**src/rtl/cfg_dly_pkg.sv**
```systemverilog
package cfg_dly_pkg;

    typedef enum logic [1:0] {
        SLOT_IDLE = 2'd0,
        SLOT_OPEN = 2'd1,
        SLOT_LAST = 2'd2
    } slot_phase_e;

    // Classify a remaining-cycle count into the phase of its window.
    function automatic slot_phase_e phase_of(input logic [31:0] remain);
        if (remain == 32'd0)      return SLOT_IDLE;
        else if (remain == 32'd1) return SLOT_LAST;
        else                      return SLOT_OPEN;
    endfunction

endpackage

```
**src/rtl/cfg_dly_decode.sv**
```systemverilog
module cfg_dly_decode #(
    parameter int NUM_REGS = 5,
    parameter int IDX_W    = 3
) (
    input  logic                en,
    input  logic [IDX_W-1:0]    idx,
    output logic [NUM_REGS-1:0] hit
);

    genvar g;
    generate
        for (g = 0; g < NUM_REGS; g++) begin : g_sel
            assign hit[g] = en && (idx == IDX_W'(g));
        end
    endgenerate

    always_comb begin
        assert_sel_onehot_R9: assert ($onehot0(hit));
        if (en && (32'(idx) >= NUM_REGS)) begin
            assert_range_ignored_R10: assert (hit == '0);
        end
    end

endmodule

```
**src/rtl/cfg_dly_slot.sv**
```systemverilog
module cfg_dly_slot #(
    parameter int              DATA_W    = 8,
    parameter int              CNT_W     = 8,
    parameter int              DELAY     = 3,
    parameter logic [DATA_W-1:0] RESET_VAL = '0
) (
    input  logic              clk,
    input  logic              rst_n,
    input  logic              wr_hit,
    input  logic [DATA_W-1:0] wr_data,
    input  logic              commit_hit,
    output logic [DATA_W-1:0] live,
    output logic              busy
);
    import cfg_dly_pkg::*;

    localparam logic [CNT_W-1:0] WIN_LEN = CNT_W'(DELAY);

    typedef struct packed {
        logic [DATA_W-1:0] shadow;
        logic [DATA_W-1:0] live;
        logic [CNT_W-1:0]  remain;
    } slot_t;

    slot_t       st_q;
    slot_t       st_d;
    slot_phase_e phase_d;

    always_comb begin
        st_d        = st_q;
        st_d.shadow = wr_hit ? wr_data : st_q.shadow;
        phase_d     = phase_of(32'(st_q.remain));
        case (phase_d)
            SLOT_IDLE: begin
                if (commit_hit) begin
                    st_d.live   = st_d.shadow;
                    st_d.remain = WIN_LEN;
                end
            end
            SLOT_OPEN: begin
                st_d.remain = st_q.remain - 1'b1;
            end
            SLOT_LAST: begin
                st_d.remain = '0;
                st_d.live   = st_d.shadow;
            end
            default: st_d = st_q;
        endcase
    end

    always_ff @(posedge clk or negedge rst_n) begin
        if (!rst_n) begin
            st_q.shadow <= RESET_VAL;
            st_q.live   <= RESET_VAL;
            st_q.remain <= '0;
        end else begin
            st_q <= st_d;
        end
    end

    assign live = st_q.live;
    assign busy = (st_q.remain != '0);

    assert_idle_write_R2: assert property (@(posedge clk) disable iff (!rst_n)
        (st_q.remain == '0 && !commit_hit) |=> ($stable(st_q.live) && st_q.remain == '0));

    assert_idle_commit_R3: assert property (@(posedge clk) disable iff (!rst_n)
        (st_q.remain == '0 && commit_hit) |=> (st_q.live == st_q.shadow && st_q.remain == WIN_LEN));

    assert_open_hold_R5: assert property (@(posedge clk) disable iff (!rst_n)
        (st_q.remain > CNT_W'(1)) |=> $stable(st_q.live));

    assert_no_restart_R6: assert property (@(posedge clk) disable iff (!rst_n)
        (st_q.remain != '0) |=> (st_q.remain == $past(st_q.remain) - 1'b1));

    assert_expiry_apply_R7: assert property (@(posedge clk) disable iff (!rst_n)
        (st_q.remain == CNT_W'(1)) |=> (st_q.live == st_q.shadow && st_q.remain == '0));

endmodule

```
**src/rtl/cfg_delay_window.sv**
```systemverilog
module cfg_delay_window #(
    parameter int NUM_REGS = 5,
    parameter int DATA_W   = 8,
    parameter int CNT_W    = 8,
    parameter logic [NUM_REGS*CNT_W-1:0]  DELAYS   = {8'd2, 8'd9, 8'd5, 8'd3, 8'd1},
    parameter logic [NUM_REGS*DATA_W-1:0] DEFAULTS = {8'hE4, 8'hD3, 8'hC2, 8'hB1, 8'hA0},
    localparam int IDX_W = (NUM_REGS > 1) ? $clog2(NUM_REGS + 1) : 1
) (
    input  logic                         clk,
    input  logic                         rst_n,
    input  logic                         wr_en,
    input  logic [IDX_W-1:0]             wr_idx,
    input  logic [DATA_W-1:0]            wr_data,
    input  logic                         commit_en,
    input  logic [IDX_W-1:0]             commit_idx,
    output logic [NUM_REGS*DATA_W-1:0]   live_flat,
    output logic [NUM_REGS-1:0]          busy
);

    logic [NUM_REGS-1:0] wr_sel;
    logic [NUM_REGS-1:0] commit_sel;

    cfg_dly_decode #(.NUM_REGS(NUM_REGS), .IDX_W(IDX_W)) i_wr_dec (
        .en  (wr_en),
        .idx (wr_idx),
        .hit (wr_sel)
    );

    cfg_dly_decode #(.NUM_REGS(NUM_REGS), .IDX_W(IDX_W)) i_commit_dec (
        .en  (commit_en),
        .idx (commit_idx),
        .hit (commit_sel)
    );

    genvar r;
    generate
        for (r = 0; r < NUM_REGS; r++) begin : g_slot
            cfg_dly_slot #(
                .DATA_W    (DATA_W),
                .CNT_W     (CNT_W),
                .DELAY     (int'(DELAYS[r*CNT_W +: CNT_W])),
                .RESET_VAL (DEFAULTS[r*DATA_W +: DATA_W])
            ) i_slot (
                .clk        (clk),
                .rst_n      (rst_n),
                .wr_hit     (wr_sel[r]),
                .wr_data    (wr_data),
                .commit_hit (commit_sel[r]),
                .live       (live_flat[r*DATA_W +: DATA_W]),
                .busy       (busy[r])
            );
        end
    endgenerate

endmodule

```
**config.mk**
```make
export PLATFORM = sky130hd
export DESIGN_NAME = cfg_delay_window
export DESIGN_NICKNAME = d
export VERILOG_FILES = /design/src/rtl/cfg_dly_pkg.sv /design/src/rtl/cfg_dly_decode.sv /design/src/rtl/cfg_dly_slot.sv /design/src/rtl/cfg_delay_window.sv
export SDC_FILE = /design/constraint.sdc
export NUM_CORES = 1
export LEC_CHECK = 0
export ABC_CLOCK_PERIOD_IN_PS = 5100
export BUFFER_PORTS_ARGS = -buffer_cell sky130_fd_sc_hd__buf_2
export CAP_MARGIN = 5
export CORE_MARGIN = 4
export CORE_UTILIZATION = 35
export DETAILED_ROUTE_END_ITERATION = 10
export GPL_TIMING_DRIVEN = 0
export SLEW_MARGIN = 30
export SYNTH_ARGS = -nofsm -noshare
export SYNTH_HDL_FRONTEND = slang
export SYNTH_HIERARCHICAL = 1
export SYNTH_SLANG_ARGS = --single-unit
```
**constraint.sdc**
```tcl
create_clock -name clk -period 5.1 [get_ports clk]
set_clock_uncertainty 0.05 [all_clocks]
set_input_delay 1.02 -clock clk [delete_from_list [all_inputs] [get_ports clk]]
set_output_delay 1.02 -clock clk [all_outputs]
set_load 0.005 [all_outputs]
```
# == Word-level counts from Yosys, hierarchy flattened ==
# Cells that the tools add are included.
# word_totals
reg_bits,120
in_bits,18
elab_cells,130
# op_classes
add_sub_neg,5
eq_ne,28
n_mux,30
reduce_logical,52
# op_table
op,n
8-bit one-hot mux with 3 select lines,5
16-bit 2-to-1 mux,5
8-bit one-hot mux with 2 select lines,5
"8-bit by 1-bit == test with 1-bit output, second input constant",5
8-bit logical NOT,5
8-bit 2-to-1 mux,5
8-bit nonzero test,5
"8-bit by 1-bit subtractor with 8-bit output, second input constant",5
2-bit 2-to-1 mux,10
2-bit AND reduction,10
3-bit nonzero test,5
3-bit OR reduction,5
"3-bit by 2-bit == test with 1-bit output, second input constant",4
"2-bit by 1-bit == test with 1-bit output, second input constant",5
"2-bit == test, second input constant",5
1-bit logical AND,10
2-bit logical NOT,5
"2-bit by 1-bit inequality test with 1-bit output, second input constant",5
2-bit nonzero test,5
"3-bit by 1-bit == test with 1-bit output, second input constant",2
"3-bit == test, second input constant",2
3-bit logical NOT,2

# == Depth between registers and ports, before layout ==
# Gate-level depths: netlist of the first run.
# depth
depth_word,6
ltp_mapped,7
depth_no_buf,5

# == Modules after synthesis ==
# The synthesis of the first run kept the hierarchy.
# by_module_without_submodules
module,instances,cells_each,area_each_um2,seq_area_each_um2
cfg_dly_slot at g_slot[0].i_slot,1,88,1167.4,605.6
cfg_dly_slot at g_slot[4].i_slot,1,86,1144.8,610.6
cfg_dly_slot at g_slot[3].i_slot,1,90,1141.1,613.1
cfg_dly_slot at g_slot[1].i_slot,1,90,1134.8,610.6
cfg_dly_slot at g_slot[2].i_slot,1,88,1132.3,608.1
cfg_dly_decode,2,5,63.8,0.0

# == Worst setup path before layout of the first run ==
# Ideal clock, no wire load.
# synth_timing
path_kind,reg-to-output
start,reg g_slot[4].i_slot/st_q[0] in the netlist's numbering
end,out busy[4]
t_arrival_ns,1.482
path_slack_ns,2.548
path_stages_with_launch,5
n_path_buf,0
cell_sequence,dfrtp_1 > inv_1 > ha_1 > or3b_2 > or2_2
# synth_between
elab_chain_cells,1
# synth_rtl
item,line_no,text
"start, declared",cfg_dly_slot.sv:25,slot_t st_q;
"start signal, assigned",cfg_dly_slot.sv:57,st_q <= st_d;
8-bit nonzero test,cfg_dly_slot.sv:62,assign busy = (st_q.remain != '0);
"end, declared",cfg_delay_window.sv:17,output logic [NUM_REGS-1:0] busy
# Every way passes these cells.

# == Worst setup path after layout of the first run ==
# Ends and elaborated chain as after synthesis.

==> results of run 1 <==
## registers in the layout (all words and copies together) (netlist names)
register / flops
g_slot.i_slot/live: 40
g_slot.i_slot/st_q: 80
## cells by family after synthesis
kind of cell / Yosys count / share of synthesized area
DFF: 120 / 0.5212
xor gates and xnor gates: 2 / 0.002996
buffers and inverters: 72 / 0.07937
AOI/OAI and AO/OA: 45 / 0.04879
and+or+nand+nor: 102 / 0.1237
muxes: 101 / 0.2026
adders and majority gates: 10 / 0.02139
## Yosys cell counts (4+ instances only)
| master | number |
|---|---|
| clkbuf_1 | 4 |
| o21ai_0 | 18 |
| buf_4 | 45 |
| or3_1 | 4 |
| nor2_1 | 17 |
| and4bb_2 | 6 |
| mux2_2 | 75 |
| a21oi_1 | 5 |
| inv_1 | 18 |
| mux2_4 | 16 |
| nor3_1 | 10 |
| o22ai_1 | 4 |
| nor2b_1 | 6 |
| or4_2 | 4 |
| ha_1 | 10 |
| dfrtp_1 | 84 |
| dfstp_2 | 36 |
| nand2_1 | 9 |
| mux2i_1 | 10 |
| nor4_1 | 9 |
| o31ai_1 | 5 |
| or3_2 | 4 |
| or4_1 | 4 |
## cell usage in the layout, fill, tap and decap left out, types with 3 or more instances in the layout
cell type / count
dfrtp_1: 84
mux2_2: 75
buf_2: 63
buf_4: 45
dfstp_2: 36
inv_1: 18
o21ai_0: 18
clkbuf_16: 17
nor2_1: 17
mux2_4: 16
mux2i_1: 10
nor3_1: 10
ha_1: 10
nor4_1: 9
nand2_1: 9
clkbuf_1: 6
nor2b_1: 6
and4bb_2: 6
o31ai_1: 5
a21oi_1: 5
clkinvlp_4: 4
or4_2: 4
or4_1: 4
or3_2: 4
or3_1: 4
o22ai_1: 4
bufinv_16: 3
nand3_1: 3
buf_6: 3
or3_4: 3
nand2b_1: 3
o32ai_1: 3
or2_2: 3
nor3b_1: 3
## area by class of cell
| type | instances | area, µm² | area share |
|---|---|---|---|
| flip-flops and latches | 120 | 3048 | 0.4308 |
| multi-input cells | 260 | 2336 | 0.3302 |
| clock buffers | 21 | 460.4 | 0.06509 |
| plain buffers | 54 | 396.6 | 0.05607 |
| repair buffers | 63 | 347.8 | 0.04917 |
| well taps | 216 | 270.3 | 0.03820 |
| clock inverters | 11 | 147.6 | 0.02087 |
| inverters | 18 | 67.56 | 0.009551 |
## routing by layer
layer / vias to the layer above / wire, µm
met5: - / 0
met4: 0 / 129
met3: 12 / 617
met2: 86 / 5249
met1: 1839 / 5140
li1: 1764 / -
## how the worst max path moves through the flow
stage | start | end | slack (ns) | cells past startpoint
floorplan | g_slot[4].i_slot/st_q[0] | busy[4] | 2.55 | 4
global placement | rst_n | g_slot[1].i_slot/st_q[4] | 1.49 | 1
detailed placement | commit_idx[1] | g_slot[0].i_slot/live[3] | 2.23 | 6
CTS | g_slot[4].i_slot/st_q[0] | busy[4] | 1.85 | 5
global route | g_slot[4].i_slot/st_q[1] | busy[4] | 1.74 | 5
finish | g_slot[4].i_slot/st_q[0] | busy[4] | 1.87 | 5
## power by group through the flow
| stage | Combinational, mW | Sequential, mW | Clock [mW] |
|---|---|---|---|
| after floorplan | 1.13 | 1.61 | 0 |
| after global placement | 1.43 | 1.67 | 0 |
| after CTS | 1.48 | 1.68 | 1.24 |
| after detailed placement | 1.47 | 1.69 | 0 |
| after global routing | 1.63 | 1.75 | 1.30 |
| final | 1.46 | 1.68 | 1.21 |
## metrics by stage
step,cells,util
2_1_floorplan,452,-
3_3_place_gp,730,0.3989
3_5_place_dp,731,0.4012
4_1_cts,763,0.4390
5_1_grt,763,0.4390
6_report,763,0.4390
==> out/summary.md, run 1 <==
## Outcome
- **outcome** complete, no violations

## Clock network
- **clock-pin slew on the worst setup and hold paths** 0.05 ns
- **clock sink total** 120
- **CTS tree** done
- **buffer cell driving the clock tree root** clkbuf_16
- **count of cells resized by post-cts repair** 0
- **total clock buffers created by CTS** 17
- **maximum number of buffers from clock root to sink** 2
- **Post-CTS Setup Inserts** 0
- **Hold Buf Count CTS** 0
- **clock latency at the later pin of the worst-skew pair** 0.41 ns
- **count of H-tree levels built during CTS** 4

## Min path
- **hold endpoint** g_slot[1].i_slot/st_q[17]
- **classification of the worst-slack hold path** reg2reg
- **cell depth of the worst min-delay path** 1
- **HP Start** g_slot[1].i_slot/st_q[17]

## Worst setup path
- **Reg-to-Reg Start** g_slot[1].i_slot/st_q[2]
- **delay of the slowest critical-path stage** 0.53 ns
- **CP endpoint kind** output port
- **endpoint of the most critical register-to-register path** g_slot[1].i_slot/live[1]
- **required time at the worst-slack endpoint** 4.03 ns
- **cells on worst reg2reg path** 4
- **data arrival at the endpoint of the critical path** 2.16 ns
- **Top Family by Delay on Critical Path** simple AND/OR/NAND/NOR gates
- **crit path cell chain** inv_1, ha_1, or3b_2, or2_2, buf_2
- **Worst Path Max Fanout** 7
- **cell with the biggest individual delay on the critical path** or3b_2
- **register-to-register setup slack** 2.87 ns
- **Worst Setup Path Type** reg2out
- **Buf+Inv Stages, Crit Path** 2
- **critical path launch point type** flip-flop

## Yosys
- **leading post-synthesis cells by cell area** dfrtp_1 (36%), dfstp_2 (16%), mux2_2 (14%)
- **total of warnings raised by yosys** 6
- **Async S/R FF share, synth** 1.000
- **Post-synth EDFFs** 0
- **synthesized area per cell** 12.94 µm²
- **post-synthesis sequential area ratio** 0.5212
- **dominant register cell in the synthesized netlist** dfrtp_1
- **area of the mapped netlist** 5848 µm²
- **biggest area consumer among synthesized cells** dfrtp_1
- **register bit total from synthesis** 120
- **number of different library cells in the post-synthesis netlist** 51
- **post-synthesis net count** 480
- **cells after synthesis** 452
- **share of Yosys cell area claimed by the top area cell type** 0.3594

## Power
- **power after layout** 4.350 mW
- **Comb pwr share** 0.335
- **Internal Power** 3.017 mW
- **net switching fraction of the power** 0.3065
- **worst ir drop on vdd** 0.0002843 V
- **leakage power** 3.150 nW
- **reported net switching power** 1.333 mW
- **share of power burned in the clock network** 0.278
- **Sequential Power Share** 0.387
- **Cell Pwr Density** 614.9 nW/µm²

## Die
- **number of rows created at floorplan** 46
- **area of the die** 18840 µm²
- **core footprint** 16120 µm²
- **starting utilization of the core area** 0.3629
- **I/O pins** 63
- **Die X** 137.3 µm
- **floorplan die height** 137.3 µm

## STA
- **Final Hold Fails** 0
- **Min Hold Slack** 0.4440 ns
- **achievable frequency** 309.4 MHz
- **measured slew at the worst slew-check pin** 0.6103 ns
- **Period minus WS final** 3.232 ns
- **Max-Slew Margin vs Limit** 0.5901
- **final total negative setup slack** 0 ns
- **Setup violations, final** 0
- **final-report max-slew violation count** 0
- **Period Utilization, post-route** 0.6338
- **post-layout worst setup margin** 1.868 ns
- **setup repair after global routing missed its margin** false

## Detailed routing
- **Total Wirelength** 11140 µm
- **total number of vias** 3701
- **starting DRC count in detailed routing** 135
- **ratio of routed vias to standard cells** 4.851
- **Final ANT Viol Nets** 0
- **drc violations** 0
- **drt wl/cell** 14.60 µm
- **iteration count of the initial detailed-routing pass** 4

## Placed design
- **worst slack at placement** 2.231 ns
- **Port Buf Inserts** 62
- **post-place instance area** 6466 µm²
- **gpl congestion** 0.8057
- **dpl hpwl** 7844 µm

## Finish
- **final standard cell area without fillers** 7074 µm²
- **final net count** 562
- **Area Overhead vs Synth** 20.97%
- **fill cell count** 1513
- **share of final-layout standard cells stronger than drive strength 1** 0.5503
- **number of diodes** 0

## Global routing
- **total gr overflow** 0
- **most crowded layer after global routing** met2
- **global-route track usage on met2** 0.2049
- **maximum number of pins on one net before global-route repair** 65
- **met3 track demand over resource** 0.04894
- **initial antenna violation count** 0
- **via count of the first global-routing pass** 3666
- **first-pass GRT wire length** 18540 µm
- **fraction of met1 tracks used by global routing** 0.1632
- **total global-route track usage** 0.1292

## Flow run
- **number of max-cap violations** 0

Note: power is estimated with default switching activity, not from simulation.
==> inputs of run 2 (changes only) <==
--- a/config.mk
+++ b/config.mk
@@ -5,7 +5,8 @@
 export SDC_FILE = /design/constraint.sdc
 export NUM_CORES = 1
 export LEC_CHECK = 0
-export ABC_CLOCK_PERIOD_IN_PS = 5100
+export ABC_AREA = 1
+export ABC_CLOCK_PERIOD_IN_PS = 3400
 export BUFFER_PORTS_ARGS = -buffer_cell sky130_fd_sc_hd__buf_2
 export CAP_MARGIN = 5
 export CORE_MARGIN = 4
==> constraint.sdc (replaced) <==
create_clock -name clk -period 3.4 [get_ports clk]
set_clock_uncertainty 0.05 [all_clocks]
set_input_delay 0.68 -clock clk [delete_from_list [all_inputs] [get_ports clk]]
set_output_delay 0.68 -clock clk [all_outputs]
set_load 0.005 [all_outputs]
==> run 2 against run 1 <==
Against the previous run: sequential share of layout area decreased by 2.1 points; worst hold slack got worse by 0.31 ns; via count increased by 18%; critical endpoint is now busy[1]; critical path depth increased by 1; sequential power increased by 44%; clock power increased by 38%; count of clock-buffer cells in the layout decreased by 3; die area increased by 6.5%; area after synthesis increased by 6.9%; first-iteration DRC count increased by 53%; sequential cell count unchanged; utilization decreased by 1.2 points.
==> out/summary.md, run 2 <==
## Clock network
- **count of H-tree levels built during CTS** 4, unchanged
- **buffer cell driving the clock tree root** clkbuf_16
- **Hold Buf Count CTS** 0, unchanged
- **Post-CTS Setup Inserts** 0, unchanged
- **clock latency at the later pin of the worst-skew pair** 0.42 ns, about the same
- **maximum number of buffers from clock root to sink** 2, unchanged
- **clock-pin slew on the worst setup and hold paths** 0.06 ns, about the same
- **total clock buffers created by CTS** 17, unchanged
- **CTS tree** done
- **clock sink total** 120, unchanged
- **count of cells resized by post-cts repair** 0, unchanged

## Yosys
- **post-synthesis sequential area ratio** 0.4874, -0.03379
- **combinational family with the most area after synthesis** simple AND/OR/NAND/NOR gates
- **leading post-synthesis cells by cell area** dfrtp_1 (34%), dfstp_2 (15%), nand2_1 (9.3%)
- **post-synthesis xor/xnor area fraction** 0.001401, -0.001595
- **share of Yosys cell area claimed by the top area cell type** 0.3361, -0.02330
- **area of the mapped netlist** 6253 µm², +6.9%
- **number of different library cells in the post-synthesis netlist** 29, -43%
- **multiplexer fraction of the synthesized cell area** 0.05762, -0.1450
- **adder and majority gate portion of the synthesized area** 0.02001, -0.001387
- **top cells by instance count after synthesis** nand2_1 (155), dfrtp_1 (84), nand3_1 (67)
- **Async S/R FF share, synth** 1.000, unchanged
- **post-synthesis compound-gate area fraction** 0.04402, -0.004763
- **register bit total from synthesis** 120, unchanged
- **synthesized area per cell** 9.251 µm², -29%
- **total of warnings raised by yosys** 6, unchanged
- **dominant register cell in the synthesized netlist** dfrtp_1
- **Post-synth EDFFs** 0, unchanged
- **biggest area consumer among synthesized cells** dfrtp_1
- **most common cell in the synthesized netlist** nand2_1
- **post-synthesis net count** 704, +47%
- **cells after synthesis** 676, +50%
- **simple-gate portion of the synthesized area** 0.2829, +0.1593

## Detailed routing
- **Total Wirelength** 12840 µm, +15%
- **drt wl/cell** 12.89 µm, -12%
- **iteration count of the initial detailed-routing pass** 7, +3
- **ratio of routed vias to standard cells** 4.403, -9.2%
- **starting DRC count in detailed routing** 207, +53%
- **drc violations** 0, unchanged
- **Final ANT Viol Nets** 0, unchanged
- **total number of vias** 4385, +18%

## Placed design
- **dpl hpwl** 9323 µm, +19%
- **gpl congestion** 0.8108, +0.63%
- **Port Buf Inserts** 62, unchanged
- **number of cells in the design after placement** 964, +32%

## Power
- **leakage power** 3.698 nW, +17%
- **Cell Pwr Density** 879.3 nW/µm², +43%
- **worst ir drop on vdd** 0.0004614 V, +62%

## STA
- **Min Hold Slack** 0.1293 ns, -0.3147 ns
- **final total negative setup slack** 0 ns, unchanged
- **final-report max-slew violation count** 0, unchanged
- **Final Hold Fails** 0, unchanged
- **Max-Slew Margin vs Limit** 0.6050, +0.01490
- **measured slew at the worst slew-check pin** 0.5904 ns, -0.01995 ns
- **Period minus WS final** 2.413 ns
- **Setup violations, final** 0, unchanged
- **setup repair after global routing missed its margin** false
- **Period Utilization, post-route** 0.7098
- **achievable frequency** 414.4 MHz

## Global routing
- **first-pass GRT wire length** 21410 µm, +15%
- **maximum number of pins on one net before global-route repair** 62, -4.6%
- **via count of the first global-routing pass** 4218, +15%
- **total global-route track usage** 0.1357, +0.006567
- **total gr overflow** 0, unchanged
- **initial antenna violation count** 0, unchanged

## Die
- **I/O pins** 63, unchanged
- **number of rows created at floorplan** 48, +4.3%
- **floorplan die height** 141.7 µm, +3.2%
- **area of the die** 20070 µm², +6.5%
- **Die X** 141.7 µm, +3.2%
- **core footprint** 17420 µm², +8.1%
- **starting utilization of the core area** 0.3591, -0.003836

## Finish
- **most common cell after layout, fill and taps aside** nand2_1
- **largest reg by FF count** g_slot.i_slot/st_q
- **flip-flop count of the largest register after layout** 80, unchanged
- **share of final-layout standard cells stronger than drive strength 1** 0.3774, -0.1728
- **Area Overhead vs Synth** 18.99%
- **number of non-filler instances in the completed layout** 996, +31%
- **largest registers in the final layout** g_slot.i_slot/st_q x80, g_slot.i_slot/live x40
- **final net count** 786, +40%
- **commonest non-fill, non-tap cells in the layout** nand2_1 (155), dfrtp_1 (84), nand3_1 (67)
- **number of diodes** 0, unchanged

## Outcome
- **outcome** complete, no violations

## Flow run
- **number of max-cap violations** 0, unchanged

## Worst setup path
- **data arrival at the endpoint of the critical path** 1.68 ns, -0.48 ns
- **cells on worst reg2reg path** 7, +3
- **Worst Setup Path Type** reg2out
- **CP endpoint kind** output port
- **Worst Path Max Fanout** 4, -3
- **critical path launch point type** flip-flop
- **required time at the worst-slack endpoint** 2.67 ns, -1.36 ns

## Min path
- **classification of the worst-slack hold path** in2async

## run 2: changes by cell type in the layout (fill, tap and decap cells not counted), sizes merged, moves of 6 or more
cell and delta:
inv +67, or4 -10, mux2 -59, nand2 +170, a21oi +9, clkbuf -7
and4bb -6, mux2i -10, nor2 +48, or3 -11, nor4 -11, nand3 +75
nor2b -6, o21ai +14
## run 2: cells by family after synthesis
logic type      count (synthesis)
xor+xnor                        1
buf+inv                       130
flops                         120
compound gates                 49
fa+ha+maj                      10
simple gates                  334
mux                            32
## run 2: per-layer routing
layer | global-route usage | wire [µm] | vias up | share of wire
met5 | 0 | 0 | - | 0
met4 | 0.05556 | 184 | 0 | 0.014
met3 | 0.03000 | 473 | 13 | 0.037
met2 | 0.1972 | 5678 | 71 | 0.44
met1 | 0.1960 | 6499 | 2015 | 0.51
li1 | - | - | 2286 | -
## run 2: worst max-delay path, stage by stage (launching register included)
cell     delay [ns]
dfrtp_1        0.40
inv_1          0.09
ha_1           0.24
nand2_4        0.09
nor2_4         0.16
nand2_1        0.14
buf_2          0.15
## run 2: final timing paths
kind	start	end	slack [ns]
hold / removal	rst_n	g_slot[3].i_slot/st_q[5]	0.13
min in group clk	g_slot[3].i_slot/st_q[1]	g_slot[3].i_slot/st_q[1]	0.43
setup / recovery	g_slot[1].i_slot/st_q[0]	busy[1]	0.99
max in group asynchronous	rst_n	g_slot[0].i_slot/live[5]	2.49
setup reg to reg	g_slot[4].i_slot/st_q[0]	g_slot[4].i_slot/live[1]	1.76
hold reg to reg	g_slot[3].i_slot/st_q[1]	g_slot[3].i_slot/st_q[1]	0.43
## run 2: where the power goes
part           internal (mW)  switching [mW]  total [mW]
Combinational           1.07            1.37        2.45
Sequential              2.07           0.352        2.42
Clock                   1.00           0.669        1.67
Total                   4.15            2.39        6.54
## run 2: stage by stage
| step | util | cell area [µm²] | setup WS (ns) | total power, mW |
|---|---|---|---|---|
| floorplan | - | 6254 | 1.678 | 4.299 |
| global placement | 0.3930 | 6845 | -0.02831 | 4.876 |
| detailed placement | 0.3952 | 6883 | 1.353 | 4.928 |
| CTS | 0.4272 | 7441 | 0.9583 | 6.646 |
| global route | 0.4272 | 7441 | 0.8723 | 7.075 |
| finish | 0.4272 | 7441 | 0.9866 | 6.543 |
## run 2: layout make-up
type                            instances  area (µm²)
Timing Repair Buffer                   63       347.8
Clock buffer                           18       429.2
Clock inverter                         14       128.9
Sequential cell                       120        3048
Tap cell                              225       281.5
Inverter                               84       315.3
Fill cell                            1764        9976
Buffer                                 46       351.6
Multi-Input combinational cell        426        2539
==> inputs of run 3 (changes only) <==
--- a/config.mk
+++ b/config.mk
@@ -6,7 +6,7 @@
 export NUM_CORES = 1
 export LEC_CHECK = 0
 export ABC_AREA = 1
-export ABC_CLOCK_PERIOD_IN_PS = 3400
+export ABC_CLOCK_PERIOD_IN_PS = 2310
 export BUFFER_PORTS_ARGS = -buffer_cell sky130_fd_sc_hd__buf_2
 export CAP_MARGIN = 5
 export CORE_MARGIN = 4
==> constraint.sdc (replaced) <==
create_clock -name clk -period 2.31 [get_ports clk]
set_clock_uncertainty 0.05 [all_clocks]
set_input_delay 0.462 -clock clk [delete_from_list [all_inputs] [get_ports clk]]
set_output_delay 0.462 -clock clk [all_outputs]
set_load 0.005 [all_outputs]
==> run 3 against run 2 <==
Against the previous run: global-route usage stayed put; clock power increased by 47%; cell area increased by 0.13%; wire length up 0.14%; worst setup slack worse by 0.87 ns; utilization increased by 0.057 points; total power increased by 47%; count of clock-buffer cells in the layout stayed put; highest routed layer unchanged.
==> out/summary.md, run 3 (same netlist as run 2, synthesis figures left out) <==
## Outcome
- **outcome** complete, no violations

## Detailed routing
- **total number of vias** 4388, +0.068%
- **Total Wirelength** 12850 µm, +0.14%
- **Final ANT Viol Nets** 0, unchanged
- **starting DRC count in detailed routing** 211, +1.9%
- **drc violations** 0, unchanged
- **drt wl/cell** 12.89 µm, about the same
- **iteration count of the initial detailed-routing pass** 7, unchanged
- **ratio of routed vias to standard cells** 4.401, about the same

## Placed design
- **Port Buf Inserts** 62, unchanged
- **gpl congestion** 0.8108, unchanged
- **dpl hpwl** 9323 µm, unchanged

## Clock network
- **Hold Buf Count CTS** 1, +1
- **clock-pin slew on the worst setup and hold paths** 0.06 ns, about the same
- **count of H-tree levels built during CTS** 4, unchanged
- **count of cells resized by post-cts repair** 0, unchanged
- **buffer cell driving the clock tree root** clkbuf_16
- **total clock buffers created by CTS** 17, unchanged
- **clock latency at the later pin of the worst-skew pair** 0.42 ns, about the same
- **CTS tree** done
- **Post-CTS Setup Inserts** 0, unchanged
- **maximum number of buffers from clock root to sink** 2, unchanged
- **clock sink total** 120, unchanged

## Power
- **power after layout** 9.633 mW, +47%
- **net switching fraction of the power** 0.3659, about the same
- **worst ir drop on vdd** 0.0006825 V, +48%
- **Cell Pwr Density** 1293 nW/µm², +47%
- **leakage power** 3.702 nW, +0.11%
- **reported net switching power** 3.525 mW, +47%
- **share of power burned in the clock network** 0.256, about the same
- **Sequential Power Share** 0.370, about the same
- **Internal Power** 6.108 mW, +47%
- **Comb pwr share** 0.374, about the same

## STA
- **Final Hold Fails** 0, unchanged
- **achievable frequency** 455.2 MHz
- **Setup violations, final** 0, unchanged
- **Period minus WS final** 2.197 ns
- **Max-Slew Margin vs Limit** 0.6050, unchanged
- **setup repair after global routing missed its margin** false
- **measured slew at the worst slew-check pin** 0.5904 ns, unchanged
- **Period Utilization, post-route** 0.9509
- **final-report max-slew violation count** 0, unchanged

## Finish
- **area of combinational cells with multiple inputs** 2539 µm², unchanged
- **final net count** 787, +0.13%
- **fill cell count** 1763, -0.057%
- **commonest non-fill, non-tap cells in the layout** nand2_1 (155), dfrtp_1 (84), nand3_1 (67)
- **Area Overhead vs Synth** 19.15%
- **number of diodes** 0, unchanged
- **largest reg by FF count** g_slot.i_slot/st_q
- **core occupancy in the finished layout** 0.4278, +0.0005750
- **sequential cell area** 3048 µm², unchanged
- **flip-flop count of the largest register after layout** 80, unchanged
- **share of final-layout standard cells stronger than drive strength 1** 0.3769, -0.0004889
- **most common cell after layout, fill and taps aside** nand2_1
- **largest registers in the final layout** g_slot.i_slot/st_q x80, g_slot.i_slot/live x40

## Die
- **Die X** 141.7 µm, unchanged
- **floorplan die height** 141.7 µm, unchanged
- **core footprint** 17420 µm², unchanged
- **starting utilization of the core area** 0.3591, unchanged
- **area of the die** 20070 µm², unchanged
- **number of rows created at floorplan** 48, unchanged
- **I/O pins** 63, unchanged

## Flow run
- **number of max-cap violations** 0, unchanged

## Global routing
- **total gr overflow** 0, unchanged
- **first-pass GRT wire length** 21410 µm, unchanged
- **maximum number of pins on one net before global-route repair** 62, unchanged
- **via count of the first global-routing pass** 4218, unchanged
- **total global-route track usage** 0.1357, unchanged
- **initial antenna violation count** 0, unchanged

## Worst setup path
- **data arrival at the endpoint of the critical path** 1.68 ns, about the same
- **critical path launch point type** flip-flop
- **cells on worst reg2reg path** 7, unchanged
- **Reg-to-Reg Start** g_slot[4].i_slot/st_q[0]
- **Worst Path Max Fanout** 4, unchanged
- **CP endpoint kind** output port
- **Worst Setup Path Type** reg2out
- **required time at the worst-slack endpoint** 1.80 ns, -0.87 ns
- **Worst Setup SP** g_slot[1].i_slot/st_q[0]

## Min path
- **HP Start** wr_data[2]
- **classification of the worst-slack hold path** in2reg
- **cell depth of the worst min-delay path** 3

-- run 3: changes by cell type in the layout (fill, tap and decap cells not counted), sizes merged --
cell         previous run  this run
dlygate4sd3             0         1
-- run 3: worst max-delay path, cell delays in order (launching register included) --
cell,delay (ns)
dfrtp_1,0.40
inv_1,0.09
ha_1,0.24
nand2_4,0.09
nor2_4,0.16
nand2_1,0.14
buf_2,0.15
-- run 3: per-layer routing --
metal  GRT usage  vias up  part of all wire
li1            -     2287                 -
met1      0.1960     2013              0.51
met2      0.1972       74              0.44
met3     0.03000       14             0.038
met4     0.05556        0             0.016
met5           0        -                 0
-- run 3: stage by stage --
stage	hold WS, ns	worst slack, ns	cell area (µm²)	setup TNS, ns	instances
6_report	0.3231	0.1133	7451	0	997
5_1_grt	0.3373	0.0003154	7451	0	997
4_1_cts	0.3097	0.08633	7451	0	997
3_5_place_dp	0.3801	0.4805	6883	0	964
3_3_place_gp	0.4136	-0.9003	6845	-81.82	963
2_1_floorplan	0.1164	0.8064	6254	0	676
-- run 3: worst paths after layout --
| kind | to | slack, ns |
|---|---|---|
| worst max-delay path | busy[1] | 0.11 |
| worst min-delay path | g_slot[4].i_slot/st_q[18] | 0.32 |
| worst max register to register | g_slot[4].i_slot/live[1] | 0.67 |
| worst min register to register | g_slot[3].i_slot/st_q[1] | 0.43 |
| max in group asynchronous | g_slot[0].i_slot/live[5] | 1.02 |
| min in group asynchronous | g_slot[3].i_slot/st_q[5] | 0.51 |
-- run 3: power by group through the flow --
stage                     clock network [mW]  registers (mW)  logic, mW
after floorplan                            0            3.45       2.88
after global placement                     0            3.59       3.58
after detailed placement                   0            3.59       3.66
after CTS                               2.54            3.57       3.67
after global routing                    2.62            3.68       4.11
final                                   2.46            3.57       3.60
-- run 3: layout make-up --
| cell class | instances | area share |
|---|---|---|
| Sequential cell | 120 | 0.4091 |
| Multi-Input combinational cell | 426 | 0.3407 |
| Clock inverter | 14 | 0.01730 |
| Inverter | 84 | 0.04232 |
| Timing Repair Buffer | 64 | 0.04803 |
| Clock buffer | 18 | 0.05760 |
| Buffer | 46 | 0.04719 |
| Tap cell | 225 | 0.03778 |
